[src/rtl/dsif_pkg.sv]
package dsif_pkg;
  localparam int NUM_STREAMS = 4;
  localparam int NUM_KINDS   = 5;
  localparam int DATA_W      = 32;
  localparam int GROUP_W     = 6;
  localparam int BANK_STRIDE = 16;
  localparam int FLAG_N      = NUM_STREAMS * NUM_KINDS;

  // event kind indices inside a stream's flag vector
  localparam int K_FIFO = 0;
  localparam int K_DME  = 1;
  localparam int K_TERR = 2;
  localparam int K_HALF = 3;
  localparam int K_DONE = 4;

  // bit offset of a kind within its six-bit group (bit 1 left unused)
  function automatic int kind_bit(input int k);
    case (k)
      K_FIFO:  return 0;
      K_DME:   return 2;
      K_TERR:  return 3;
      K_HALF:  return 4;
      default: return 5;
    endcase
  endfunction

  // two groups per 16-bit bank
  function automatic int group_base(input int s);
    return (s / 2) * BANK_STRIDE + (s % 2) * GROUP_W;
  endfunction

  function automatic int flag_pos(input int s, input int k);
    return group_base(s) + kind_bit(k);
  endfunction

  function automatic logic [DATA_W-1:0] used_mask();
    logic [DATA_W-1:0] m;
    m = '0;
    for (int s = 0; s < NUM_STREAMS; s++)
      for (int k = 0; k < NUM_KINDS; k++)
        m[flag_pos(s, k)] = 1'b1;
    return m;
  endfunction
endpackage

[src/rtl/dsif_stream_flags.sv]
module dsif_stream_flags
  import dsif_pkg::*;
(
  input  logic                 clk,
  input  logic                 rst_n,
  input  logic [NUM_KINDS-1:0] set_i,
  input  logic [NUM_KINDS-1:0] clr_i,
  output logic [NUM_KINDS-1:0] flags_o
);
  logic [NUM_KINDS-1:0] flags_q;
  logic [NUM_KINDS-1:0] flags_d;

  // set has priority over clear so that no event is lost
  always_comb flags_d = (flags_q & ~clr_i) | set_i;

  always_ff @(posedge clk or negedge rst_n) begin
    if (!rst_n) flags_q <= '0;
    else        flags_q <= flags_d;
  end

  assign flags_o = flags_q;

  // every pulsed flag is set after the edge, whatever the clear said
  p_set_wins_r6: assert property (@(posedge clk) disable iff (!rst_n)
    (set_i != '0) |=> ((flags_o & $past(set_i)) == $past(set_i)));

  // a cleared flag without a coincident set drops
  p_clear_r4: assert property (@(posedge clk) disable iff (!rst_n)
    ((clr_i & ~set_i) != '0) |=> ((flags_o & $past(clr_i & ~set_i)) == '0));

  // set flags without a clear stay set
  p_sticky_r3: assert property (@(posedge clk) disable iff (!rst_n)
    1'b1 |=> ((flags_o & $past(flags_o & ~clr_i)) == $past(flags_o & ~clr_i)));

  // a flag rises only when its own event pulsed
  p_no_spurious_r2: assert property (@(posedge clk) disable iff (!rst_n)
    1'b1 |=> ((flags_o & ~$past(flags_o) & ~$past(set_i)) == '0));
endmodule

[src/rtl/dsif_irq_gen.sv]
module dsif_irq_gen
  import dsif_pkg::*;
(
  input  logic               clk,
  input  logic               rst_n,
  input  logic [FLAG_N-1:0]  flags_i,
  input  logic [FLAG_N-1:0]  en_i,
  output logic [NUM_STREAMS-1:0] irq_o
);
  logic [NUM_STREAMS-1:0] pend_w;
  logic [NUM_STREAMS-1:0] irq_q;

  for (genvar s = 0; s < NUM_STREAMS; s++) begin : g_pend
    assign pend_w[s] = |(flags_i[s*NUM_KINDS +: NUM_KINDS] &
                         en_i[s*NUM_KINDS +: NUM_KINDS]);
  end

  always_ff @(posedge clk or negedge rst_n) begin
    if (!rst_n) irq_q <= '0;
    else        irq_q <= pend_w;
  end

  assign irq_o = irq_q;

  // the output is the masked OR one clock late
  p_irq_latency_r8: assert property (@(posedge clk) disable iff (!rst_n)
    1'b1 |=> (irq_o == $past(pend_w)));

  // an enabled flag that is set always leads to an interrupt
  p_irq_pending_r9: assert property (@(posedge clk) disable iff (!rst_n)
    ((flags_i & en_i) != '0) |=> (irq_o != '0));
endmodule

[src/rtl/dsif_regif.sv]
module dsif_regif
  import dsif_pkg::*;
#(
  parameter int ADDR_W     = 4,
  parameter int STATUS_OFS = 0,
  parameter int CLEAR_OFS  = 8
) (
  input  logic              clk,
  input  logic              rst_n,
  input  logic              bus_sel,
  input  logic              bus_wr,
  input  logic [ADDR_W-1:0] bus_addr,
  input  logic [DATA_W-1:0] bus_wdata,
  input  logic [FLAG_N-1:0] flags_i,
  output logic [DATA_W-1:0] rdata_o,
  output logic [FLAG_N-1:0] clr_o
);
  localparam logic [ADDR_W-1:0] A_STATUS = ADDR_W'(STATUS_OFS);
  localparam logic [ADDR_W-1:0] A_CLEAR  = ADDR_W'(CLEAR_OFS);
  localparam logic [DATA_W-1:0] USED     = used_mask();

  logic              rd_status_w;
  logic              wr_clear_w;
  logic [DATA_W-1:0] status_w;
  logic              unused_wdata;

  assign rd_status_w = bus_sel && !bus_wr && (bus_addr == A_STATUS);
  assign wr_clear_w  = bus_sel &&  bus_wr && (bus_addr == A_CLEAR);

  // scatter flags into the packed word
  always_comb begin
    status_w = '0;
    for (int s = 0; s < NUM_STREAMS; s++)
      for (int k = 0; k < NUM_KINDS; k++)
        status_w[flag_pos(s, k)] = flags_i[s*NUM_KINDS + k];
  end

  assign rdata_o = rd_status_w ? status_w : '0;

  // gather clear requests from the written word
  for (genvar s = 0; s < NUM_STREAMS; s++) begin : g_s
    for (genvar k = 0; k < NUM_KINDS; k++) begin : g_k
      localparam int POS = flag_pos(s, k);
      assign clr_o[s*NUM_KINDS + k] = wr_clear_w & bus_wdata[POS];
    end
  end

  assign unused_wdata = ^(bus_wdata & ~USED);

  // unused bits of any read are zero
  p_rsvd_zero_r7: assert property (@(posedge clk) disable iff (!rst_n)
    ((rdata_o & ~USED) == '0));

  // the clear word reads back as zero
  p_clear_reads_zero_r7: assert property (@(posedge clk) disable iff (!rst_n)
    (bus_sel && !bus_wr && bus_addr == A_CLEAR) |-> (rdata_o == '0));

  // only a write to the clear word can request a clear
  p_no_clear_else_r5: assert property (@(posedge clk) disable iff (!rst_n)
    !(bus_sel && bus_wr && bus_addr == A_CLEAR) |-> (clr_o == '0));
endmodule

[src/rtl/dsif_ctrl.sv]
module dsif_ctrl
  import dsif_pkg::*;
#(
  parameter int ADDR_W     = 4,
  parameter int STATUS_OFS = 0,
  parameter int CLEAR_OFS  = 8
) (
  input  logic                   clk,
  input  logic                   rst_n,
  input  logic                   bus_sel,
  input  logic                   bus_wr,
  input  logic [ADDR_W-1:0]      bus_addr,
  input  logic [DATA_W-1:0]      bus_wdata,
  output logic [DATA_W-1:0]      bus_rdata,
  input  logic [NUM_STREAMS-1:0] evt_fifo,
  input  logic [NUM_STREAMS-1:0] evt_dme,
  input  logic [NUM_STREAMS-1:0] evt_terr,
  input  logic [NUM_STREAMS-1:0] evt_half,
  input  logic [NUM_STREAMS-1:0] evt_done,
  input  logic [NUM_STREAMS-1:0] ien_fifo,
  input  logic [NUM_STREAMS-1:0] ien_dme,
  input  logic [NUM_STREAMS-1:0] ien_terr,
  input  logic [NUM_STREAMS-1:0] ien_half,
  input  logic [NUM_STREAMS-1:0] ien_done,
  output logic [NUM_STREAMS-1:0] irq
);
  logic [FLAG_N-1:0] set_w;
  logic [FLAG_N-1:0] en_w;
  logic [FLAG_N-1:0] clr_w;
  logic [FLAG_N-1:0] flags_w;

  for (genvar s = 0; s < NUM_STREAMS; s++) begin : g_stream
    assign set_w[s*NUM_KINDS + K_FIFO] = evt_fifo[s];
    assign set_w[s*NUM_KINDS + K_DME ] = evt_dme[s];
    assign set_w[s*NUM_KINDS + K_TERR] = evt_terr[s];
    assign set_w[s*NUM_KINDS + K_HALF] = evt_half[s];
    assign set_w[s*NUM_KINDS + K_DONE] = evt_done[s];
    assign en_w[s*NUM_KINDS + K_FIFO]  = ien_fifo[s];
    assign en_w[s*NUM_KINDS + K_DME ]  = ien_dme[s];
    assign en_w[s*NUM_KINDS + K_TERR]  = ien_terr[s];
    assign en_w[s*NUM_KINDS + K_HALF]  = ien_half[s];
    assign en_w[s*NUM_KINDS + K_DONE]  = ien_done[s];

    dsif_stream_flags u_flags (
      .clk     (clk),
      .rst_n   (rst_n),
      .set_i   (set_w[s*NUM_KINDS +: NUM_KINDS]),
      .clr_i   (clr_w[s*NUM_KINDS +: NUM_KINDS]),
      .flags_o (flags_w[s*NUM_KINDS +: NUM_KINDS])
    );
  end

  dsif_regif #(
    .ADDR_W     (ADDR_W),
    .STATUS_OFS (STATUS_OFS),
    .CLEAR_OFS  (CLEAR_OFS)
  ) u_regif (
    .clk       (clk),
    .rst_n     (rst_n),
    .bus_sel   (bus_sel),
    .bus_wr    (bus_wr),
    .bus_addr  (bus_addr),
    .bus_wdata (bus_wdata),
    .flags_i   (flags_w),
    .rdata_o   (bus_rdata),
    .clr_o     (clr_w)
  );

  dsif_irq_gen u_irq (
    .clk     (clk),
    .rst_n   (rst_n),
    .flags_i (flags_w),
    .en_i    (en_w),
    .irq_o   (irq)
  );

  // outputs stay quiet while reset is held
  p_reset_quiet_r1: assert property (@(posedge clk)
    !rst_n |-> (irq == '0));
endmodule

[config.mk]
export PLATFORM = sky130hd
export DESIGN_NAME = dsif_ctrl
export DESIGN_NICKNAME = d
export VERILOG_FILES = /design/src/rtl/dsif_pkg.sv /design/src/rtl/dsif_stream_flags.sv /design/src/rtl/dsif_irq_gen.sv /design/src/rtl/dsif_regif.sv /design/src/rtl/dsif_ctrl.sv
export SDC_FILE = /design/constraint.sdc
export NUM_CORES = 1
export LEC_CHECK = 0
export CAP_MARGIN = 20
export CORE_ASPECT_RATIO = 1.25
export CORE_MARGIN = 5
export CORE_UTILIZATION = 29
export CTS_CLUSTER_SIZE = 24
export DETAILED_ROUTE_END_ITERATION = 10
export GPL_TIMING_DRIVEN = 0
export PLACE_DENSITY = 0.74
export SLEW_MARGIN = 40
export SYNTH_ARGS = -nofsm -noshare
export SYNTH_HDL_FRONTEND = slang
export SYNTH_SLANG_ARGS = --single-unit
[constraint.sdc]
create_clock -name clk -period 1.4 [get_ports clk]
set_input_delay 0.21 -clock clk [delete_from_list [all_inputs] [get_ports clk]]
set_output_delay 0.21 -clock clk [all_outputs]
set_load 0.01 [all_outputs]
=== Word level (Yosys, flattened, before mapping) ===
Cells that the tools add are included.

* Output and inout bits: 36
* Input bits: 80
* Register bits after elaboration: 24

* Muxes and demuxes: 1
* Equality and inequality tests: 1
* Bitwise operators: 36
* Reductions and logical operators: 10

{| class="wikitable"
|+ Operator list
! kind !! count
|-
| $and 5x5->5 || 8
|-
| $mux 28 || 1
|-
| $and 1x1->1 || 20
|-
| $not 5->5 || 4
|-
| $or 5x5->5 || 4
|-
| $reduce_or 5->1 || 4
|-
| $eq 4x4->1 const B || 1
|-
| $logic_and 1x1->1 || 4
|-
| $logic_not 4->1 || 1
|-
| $logic_not 1->1 || 1
|}

=== Depth between registers and ports, before layout ===
Gate-level depths: netlist of run 1.

* Depth in word-level cells: 6
* Gate-level depth with buffers: 4
* Mapped depth without buffers: 2

=== Cells and area by module ===
Synthesis of run 1 repeated with hierarchy kept, for this count alone.

* Cell total of the unflattened synthesis: 140
* Area, all modules: 1367.6 um^2

{| class="wikitable"
|+ Modules (own cells, without submodules)
! module !! instances !! area each (um^2) !! seq. area each (um^2) !! cells each
|-
| dsif_stream_flags || 4 || 181.4 || 125.1 || 15
|-
| dsif_regif || 1 || 456.7 || 0.0 || 64
|-
| dsif_irq_gen || 1 || 185.2 || 100.1 || 16
|}

=== Least setup slack after synthesis of run 1 ===
No wires, ideal clock.

* Path kind: input to output
* Start point: input port bus_addr[2]
* End point: output port bus_rdata[0]
* Stages on the path: 4
* Data required time: 1.190 ns
* Arrival: 1.462 ns
* Setup slack: -0.272 ns
* Path buffers: 2
* Cell sequence: or4b_1 -> buf_6 -> buf_6 -> nor4b_1

* Longest elaborated chain between the ends: 3

{| class="wikitable"
|+ RTL lines
! item !! RTL line !! RTL
|-
| from (decl) || dsif_ctrl.sv:12 || <nowiki>input logic [ADDR_W-1:0] bus_addr,</nowiki>
|-
| $logic_not 4->1 || dsif_regif.sv:27 || <nowiki>assign rd_status_w = bus_sel && !bus_wr && (bus_addr == A_STATUS);</nowiki>
|-
| $logic_and 1x1->1 || dsif_regif.sv:27 ||
|-
| $mux 28 || dsif_regif.sv:38 || <nowiki>assign rdata_o = rd_status_w ? status_w : '0;</nowiki>
|-
| to (decl) || dsif_ctrl.sv:14 || <nowiki>output logic [DATA_W-1:0] bus_rdata,</nowiki>
|}

Every way passes these cells.

=== Worst setup path in the final report of run 1 ===
* Start point: input port bus_addr[2]
* End point: output port bus_rdata[22]

The elaborated chain is that of the path after synthesis.

==> results of run 1 <==
-- area by class of cell --
type | count | area, sq um
Multi-Input combinational cell | 86 | 948
Clock buffer | 3 | 41.3
Timing Repair Buffer | 98 | 898
Sequential cell | 24 | 601
Fill cell | 390 | 1990
Buffer | 21 | 176
Tap cell | 60 | 75.1
-- worst max path at each step --
stage | startpoint | endpoint | cells past startpoint
finish | bus_addr[2] | bus_rdata[22] | 6
global route | bus_addr[2] | bus_rdata[19] | 6
CTS | bus_addr[0] | bus_rdata[16] | 6
detailed placement | bus_addr[2] | bus_rdata[10] | 6
global placement | bus_addr[2] | bus_rdata[16] | 6
floorplan | bus_addr[2] | bus_rdata[10] | 4
-- layout by cell type (no fill, tap or decap), types with 5 or more instances in the layout --
master and instances:
sky130_fd_sc_hd__clkdlybuf4s50_1 66, sky130_fd_sc_hd__dfrtp_1 24, sky130_fd_sc_hd__buf_2 23, sky130_fd_sc_hd__nor4b_4 20
sky130_fd_sc_hd__nand2b_1 20, sky130_fd_sc_hd__o32a_1 20, sky130_fd_sc_hd__buf_4 15, sky130_fd_sc_hd__conb_1 12
sky130_fd_sc_hd__nand2_1 5
-- synth_stat cells (all sizes together) --
library cell and number:
nor4b 20, buf 17, dfrtp 24, o32a 20, nand2 5, a222oi 4
nand2b 20, clkbuf 6, conb 1, a22oi 4, or4b 1
-- stage by stage --
stage	cells	setup slack, ns	setup TNS, ns
after floorplan	133	-0.112	-2.03
after global placement	284	-1.08	-35.20
after detailed placement	284	-1.09	-30.11
after CTS	294	-0.416	-7.23
after global routing	292	-0.428	-7.13
final	292	-0.374	-6.19
-- registers in the layout, summed over array words and instances, names as in the netlist --
register and count:
u_irq.irq_o 4, g_stream.u_flags.flags_o 20
-- kinds of logic (layout without fill, tap and decap cells) --
family | count (synthesis) | count (layout) | share of synthesized area
flops | 24 | 24 | 0.427
buf+inv | 23 | 122 | 0.126
simple gates | 46 | 46 | 0.252
other cells | 1 | 12 | 0.00267
compound gates | 28 | 28 | 0.192
-- worst register-to-register path: stages, from the launching register on --
cell and delay [ns]:
sky130_fd_sc_hd__dfrtp_1 0.41, sky130_fd_sc_hd__a222oi_1 0.35, sky130_fd_sc_hd__nand2_1 0.09
-- routing by layer --
layer,vias to the layer above,GRT usage,wire length (um)
met5,-,0,0
met4,0,0.0308,19
met3,2,0.0344,389
met2,57,0.296,2530
met1,657,0.187,1900
li1,682,-,-
-- power groups by stage --
stage                     Combinational, mW  Clock [mW]  Sequential [mW]
after global placement                0.414           0            0.717
after detailed placement              0.418           0            0.717
after floorplan                       0.173           0            0.717
after global routing                  0.463       0.471            0.704
after CTS                             0.436       0.442            0.703
final                                 0.427       0.420            0.703
-- timing repair --
item / 4_1_cts / 5_1_grt
endpoints found under the setup margin: 40 / 22
gates resized for setup: 100 / 6
endpoints found under the hold margin: 24 / 0
hold buffers: 1 / 0
pin swaps: 3 / 5
buffers inserted: 5 / 0
gates cloned: 2 / 0
==> impl_summary.txt, run 1 <==
----------------------------------------------------
[Status]
  Outcome ... finished, violations left
  Failing checks ... setup timing

[Setup path]
  Critical path buffers and inverters ... 4
  Cell count of the worst reg-to-reg path ... 2
  R2r startpoint ... g_stream[0].u_flags.flags_o[0]
  Setup slack of the most critical reg-to-reg path ... about 0.43 ns
  Arr. time, crit path ... ~1.6 ns
  Biggest cell delay along the critical path ... 0.59 ns
  Dominant cell type by count on the critical path ... sky130_fd_sc_hd__buf_12
  End of the worst register-to-register path ... u_irq.irq_o[0]
  Critical Path Source Type ... input port
  Required time of the critical path ... 1.19 ns
  Critical Path End Type ... output pin
  Critical path fanouts, max ... 5
  Critical path type ... input port to output pin
  CP delay by family, top ... simple AND/OR/NAND/NOR gates
  Slowest cell on the critical path ... sky130_fd_sc_hd__or4b_4
  Crit-path cells ... buf_6 -> or4b_4 -> buf_12 -> buf_12 -> nor4b_4 -> buf_2

[Clocking]
  Clock sinks ... 24
  Clock-pin transition on the worst setup and hold timing paths ... 0.09 ns
  Clock latency at the later pin of the worst-skew pair ... 0.26 ns
  Number of buffers created by CTS ... 3
  Buffers from clock root to sink, at most ... 2
  Maximum level of the CTS H-tree ... 1
  TritonCTS clock tree ... done
  Clk Tree Root Cell ... sky130_fd_sc_hd__clkbuf_8

[Logic synthesis]
  Flops & latches, synth ... 24
  Post-synth top area cell ... sky130_fd_sc_hd__dfrtp_1
  Number of different library cells in the post-synthesis netlist ... 14
  Number of warning messages in the yosys log ... 0
  Proportion of synthesized chip area in sequential cells ... 0.427
  Cell area after synthesis ... about 1400 sq um
  Cell types occupying the most area after synthesis ... sky130_fd_sc_hd__dfrtp_1 43%, sky130_fd_sc_hd__o32a_1 14%, sky130_fd_sc_hd__nor4b_1 10%
  Synthesized area per cell ... 11.5 sq um
  Share of Yosys cell area claimed by the top area cell type ... 0.427
  Number of cells produced by synthesis ... between 100 and 150

[Power]
  LEAKAGE ... around 1.1 nW
  Part of the total power dissipated in the clock network ... 0.271
  P_int ... between 1 and 1.5 mW
  Sequential share of power ... 0.453
  Switching share of total power ... 0.258
  Overall power consumption ... between 1.5 and 2 mW
  Power share of the combinational group ... 0.276
  Switching power total ... 0.399 mW
  Maximum resistive drop on vdd ... about 0.35 mV
  Power density over the cells ... ~570 nW/um^2

[STA]
  Slew at the pin with the worst max-slew slack ... ~0.58 ns
  Fin. max-slew vios ... 0
  Hold Worst Slack ... around 0.47 ns
  Maximum clock frequency ... between 500 and 600 MHz
  Time the final worst path needs with I/O delays and setup ... 1.77 ns
  Setup skew after layout ... between 0.003 and 0.004 ns
  Setup repair after global routing missed its margin ... true
  Fraction of the cycle the final worst path needs ... 1.27
  Setup ws final ... -0.374 ns
  Setup-violating endpoint count in the final report ... 20
  Slew headroom ... 0.614
  Final hold violation count ... 0

[Floorplan]
  Y dimension of the die ... between 80 and 90 um
  Chip Width ... roughly 72 um
  Overall die area ... 6350 sq um
  Count of boundary I/O pins ... about 120
  Floorplan Core Area ... ~4700 sq um
  Std cell rows ... 28
  Initial core utilization ... 0.297

[Global route]
  Global-route total usage across every layer ... 0.159
  Grt ovf ... 0
  Wire length of the first global-routing pass ... roughly 8 mm
  Number of antenna violations at the first check in global routing ... 0
  Largest net degree at the start of global routing ... 25
  Via count of the first global-routing pass ... 1563

[Cells and area]
  Fraction of final layout cells sized beyond drive strength 1 ... 0.319
  Number of antenna repair diodes ... 0
  Final-stage net count ... between 300 and 400
  Final core area utilization ... 0.579
  Area overhead of the layout relative to synthesis ... 95.0%
  Post-route design area ... roughly 2700 sq um

[Hold path]
  Classification of the worst-slack hold path ... input port to async pin

[Flow run]
  Count of max-cap constraint violations ... 0

[Drt]
  DRT Wirelength ... slightly below 5 mm
  Total vias in the final route ... around 1400
  Routed wire length per instance ... roughly 17 um
  Remaining DRCs ... 0
  Number of iterations in the first detailed-routing pass ... 4
  Avg Vias per Cell ... between 4 and 5
  Number of DRC markers after the initial detailed-route iteration ... 74
  Number of antenna-violating nets in the routed design ... 0

[Place]
  Instance area after placement ... between 2000 and 3000 sq um
  Final Wtd Congestion ... 0.752
  Final HPWL from detailed placement ... about 3.7 mm
  # port buffers ... 91

----------------------------------------------------
Power figures use the tool's default switching activity.
==> inputs of run 2 (changes only) <==
--- a/config.mk
+++ b/config.mk
@@ -12,7 +12,7 @@
 export CTS_CLUSTER_SIZE = 24
 export DETAILED_ROUTE_END_ITERATION = 10
 export GPL_TIMING_DRIVEN = 0
-export PLACE_DENSITY = 0.74
+export PLACE_DENSITY = 0.76
 export SLEW_MARGIN = 40
 export SYNTH_ARGS = -nofsm -noshare
 export SYNTH_HDL_FRONTEND = slang
==> run 2 against run 1 <==
The flow still finishes with violations (setup timing). Power increased by 4.3%. Clock skew decreased by 0.0012 ns. Sequential cell count unchanged. Sequential share of layout area decreased by 0.33 points. Non-clock buffer count unchanged. Largest power group unchanged. Highest routed layer unchanged.
==> impl_summary.txt, run 2 (synthesis results as in run 1) <==
----------------------------------------------------
[Status]
  Outcome ... finished, violations left
  Failing checks ... setup timing

[STA]
  Setup ws final ... -0.364 ns
  Setup repair after global routing missed its margin ... true
  Fin. max-slew vios ... 0
  Maximum clock frequency ... between 500 and 600 MHz
  Final sum of negative setup slack ... -6.77 ns
  Slew headroom ... 0.610
  Setup-violating endpoint count in the final report ... 30
  Setup skew after layout ... about 0.0020 ns
  Final hold violation count ... 0
  Time the final worst path needs with I/O delays and setup ... ~1.8 ns
  Slew at the pin with the worst max-slew slack ... just under 0.6 ns
  Fraction of the cycle the final worst path needs ... 1.26

[Place]
  Placed insts ... 284
  Final Wtd Congestion ... 0.756
  # port buffers ... 91
  Final HPWL from detailed placement ... between 3 and 4 mm

[Drt]
  Avg Vias per Cell ... 4.91
  Remaining DRCs ... 0
  Routed wire length per instance ... 16.6 um
  Number of antenna-violating nets in the routed design ... 0
  Number of DRC markers after the initial detailed-route iteration ... 57
  Total vias in the final route ... roughly 1400
  DRT Wirelength ... roughly 4.9 mm
  Number of iterations in the first detailed-routing pass ... 4

[Cells and area]
  Highest-count cells in the layout ignoring fill and taps ... 65 x sky130_fd_sc_hd__clkdlybuf4s50_1, 24 x sky130_fd_sc_hd__dfrtp_1, 21 x sky130_fd_sc_hd__buf_2
  Final core area utilization ... 0.588
  Final-stage net count ... between 300 and 400
  Non-filler cells in the finished layout ... ~290
  Area overhead of the layout relative to synthesis ... 98.0%
  Max FFs per register ... 20
  Fraction of final layout cells sized beyond drive strength 1 ... 0.318
  Most common cell after layout, fill and taps aside ... sky130_fd_sc_hd__clkdlybuf4s50_1
  Number of antenna repair diodes ... 0

[Setup path]
  Critical Path End Type ... output pin
  Cell count of the worst reg-to-reg path ... 2
  Critical path type ... input port to output pin
  Critical path fanouts, max ... 5
  End of the worst register-to-register path ... u_irq.irq_o[2]
  Biggest cell delay along the critical path ... around 0.55 ns
  Dominant cell type by count on the critical path ... sky130_fd_sc_hd__buf_12
  Critical Path Source Type ... input port
  Slowest cell on the critical path ... sky130_fd_sc_hd__or4b_4
  Arr. time, crit path ... 1.55 ns
  Required time of the critical path ... 1.19 ns
  Crit-path cells ... buf_6 -> or4b_4 -> buf_12 -> buf_12 -> nor4b_4 -> buf_2
  Setup slack of the most critical reg-to-reg path ... roughly 0.36 ns
  R2r startpoint ... g_stream[2].u_flags.flags_o[0]

[Flow run]
  Count of max-cap constraint violations ... 0

[Global route]
  Met3 usage in global routing ... 0.0230
  Via count of the first global-routing pass ... 1539
  Largest net degree at the start of global routing ... 25
  Met2 Usage GRT ... 0.295
  Grt ovf ... 0
  Wire length of the first global-routing pass ... 7.83 mm
  Busiest layer in global routing ... met2
  Global-route total usage across every layer ... 0.158
  GRT met1 Usage ... 0.183
  Number of antenna violations at the first check in global routing ... 0

[Clocking]
  Clock sinks ... 24
  Number of buffers created by CTS ... 3
  Buffers from clock root to sink, at most ... 2
  Clock-pin transition on the worst setup and hold timing paths ... around 0.090 ns
  Clock latency at the later pin of the worst-skew pair ... about 0.26 ns
  Maximum level of the CTS H-tree ... 1
  TritonCTS clock tree ... done
  Clk Tree Root Cell ... sky130_fd_sc_hd__clkbuf_8

[Floorplan]
  Std cell rows ... 28
  Count of boundary I/O pins ... 116
  Y dimension of the die ... roughly 90 um
  Floorplan Core Area ... between 4000 and 5000 sq um
  Chip Width ... approximately 72 um
  Overall die area ... 6350 sq um
  Initial core utilization ... 0.297

[Power]
  Maximum resistive drop on vdd ... around 0.32 mV
  Power density over the cells ... around 580 nW/um^2
  LEAKAGE ... 1.15 nW

[Hold path]
  Classification of the worst-slack hold path ... input port to async pin

----------------------------------------------------
-- run 2: metal layers --
layer | routed length, um | part of all wire
met2 | 2690 | 0.55
met3 | 338 | 0.070
met1 | 1780 | 0.37
met5 | 0 | 0
met4 | 47 | 0.0097
-- run 2: repair_timing --
item	4_1_cts	5_1_grt
endpoints found under the hold margin	24	0
hold buffers	1	0
pin swaps	8	8
gates cloned	2	0
buffers inserted	4	0
endpoints found under the setup margin	40	32
gates resized for setup	100	3
-- run 2: worst max-delay path: cells and delay by family --
kind / cells / cell delay [ns]
and+or+nand+nor: 2 / 0.78
buffers and inverters: 4 / 0.56
-- run 2: cell type report --
| class | instances | area (sq um) |
|---|---|---|
| Buffer | 21 | 183 |
| Fill cell | 409 | 1950 |
| Tap cell | 60 | 75.1 |
| Sequential cell | 24 | 601 |
| Timing Repair Buffer | 98 | 920 |
| Multi-Input combinational cell | 86 | 948 |
| Clock buffer | 4 | 55.1 |
-- run 2: where the power goes --
group          total (mW)  internal (mW)  switching, mW
Combinational       0.434          0.264          0.170
Sequential          0.703          0.699        0.00434
Clock               0.480          0.251          0.229
-- run 2: worst max-delay path by stage --
stage / from / end / slack [ns] / cells past startpoint
detailed placement: bus_addr[2] / bus_rdata[21] / -1.09 / 6
floorplan: bus_addr[2] / bus_rdata[10] / -0.11 / 4
global placement: bus_addr[2] / bus_rdata[21] / -1.08 / 6
finish: bus_addr[2] / bus_rdata[0] / -0.36 / 6
global route: bus_addr[2] / bus_rdata[6] / -0.40 / 6
CTS: bus_addr[0] / bus_rdata[10] / -0.37 / 6
-- run 2: through the flow --
step / hold WS, ns / setup WS, ns / power [mW] / area (sq um)
floorplan: -0.0856 / -0.112 / 0.890 / 1730
global placement: 0.515 / -1.08 / 1.13 / 2720
detailed placement: 0.240 / -1.09 / 1.14 / 2720
CTS: 0.488 / -0.371 / 1.63 / 2770
global route: 0.519 / -0.396 / 1.70 / 2780
finish: 0.480 / -0.364 / 1.62 / 2780
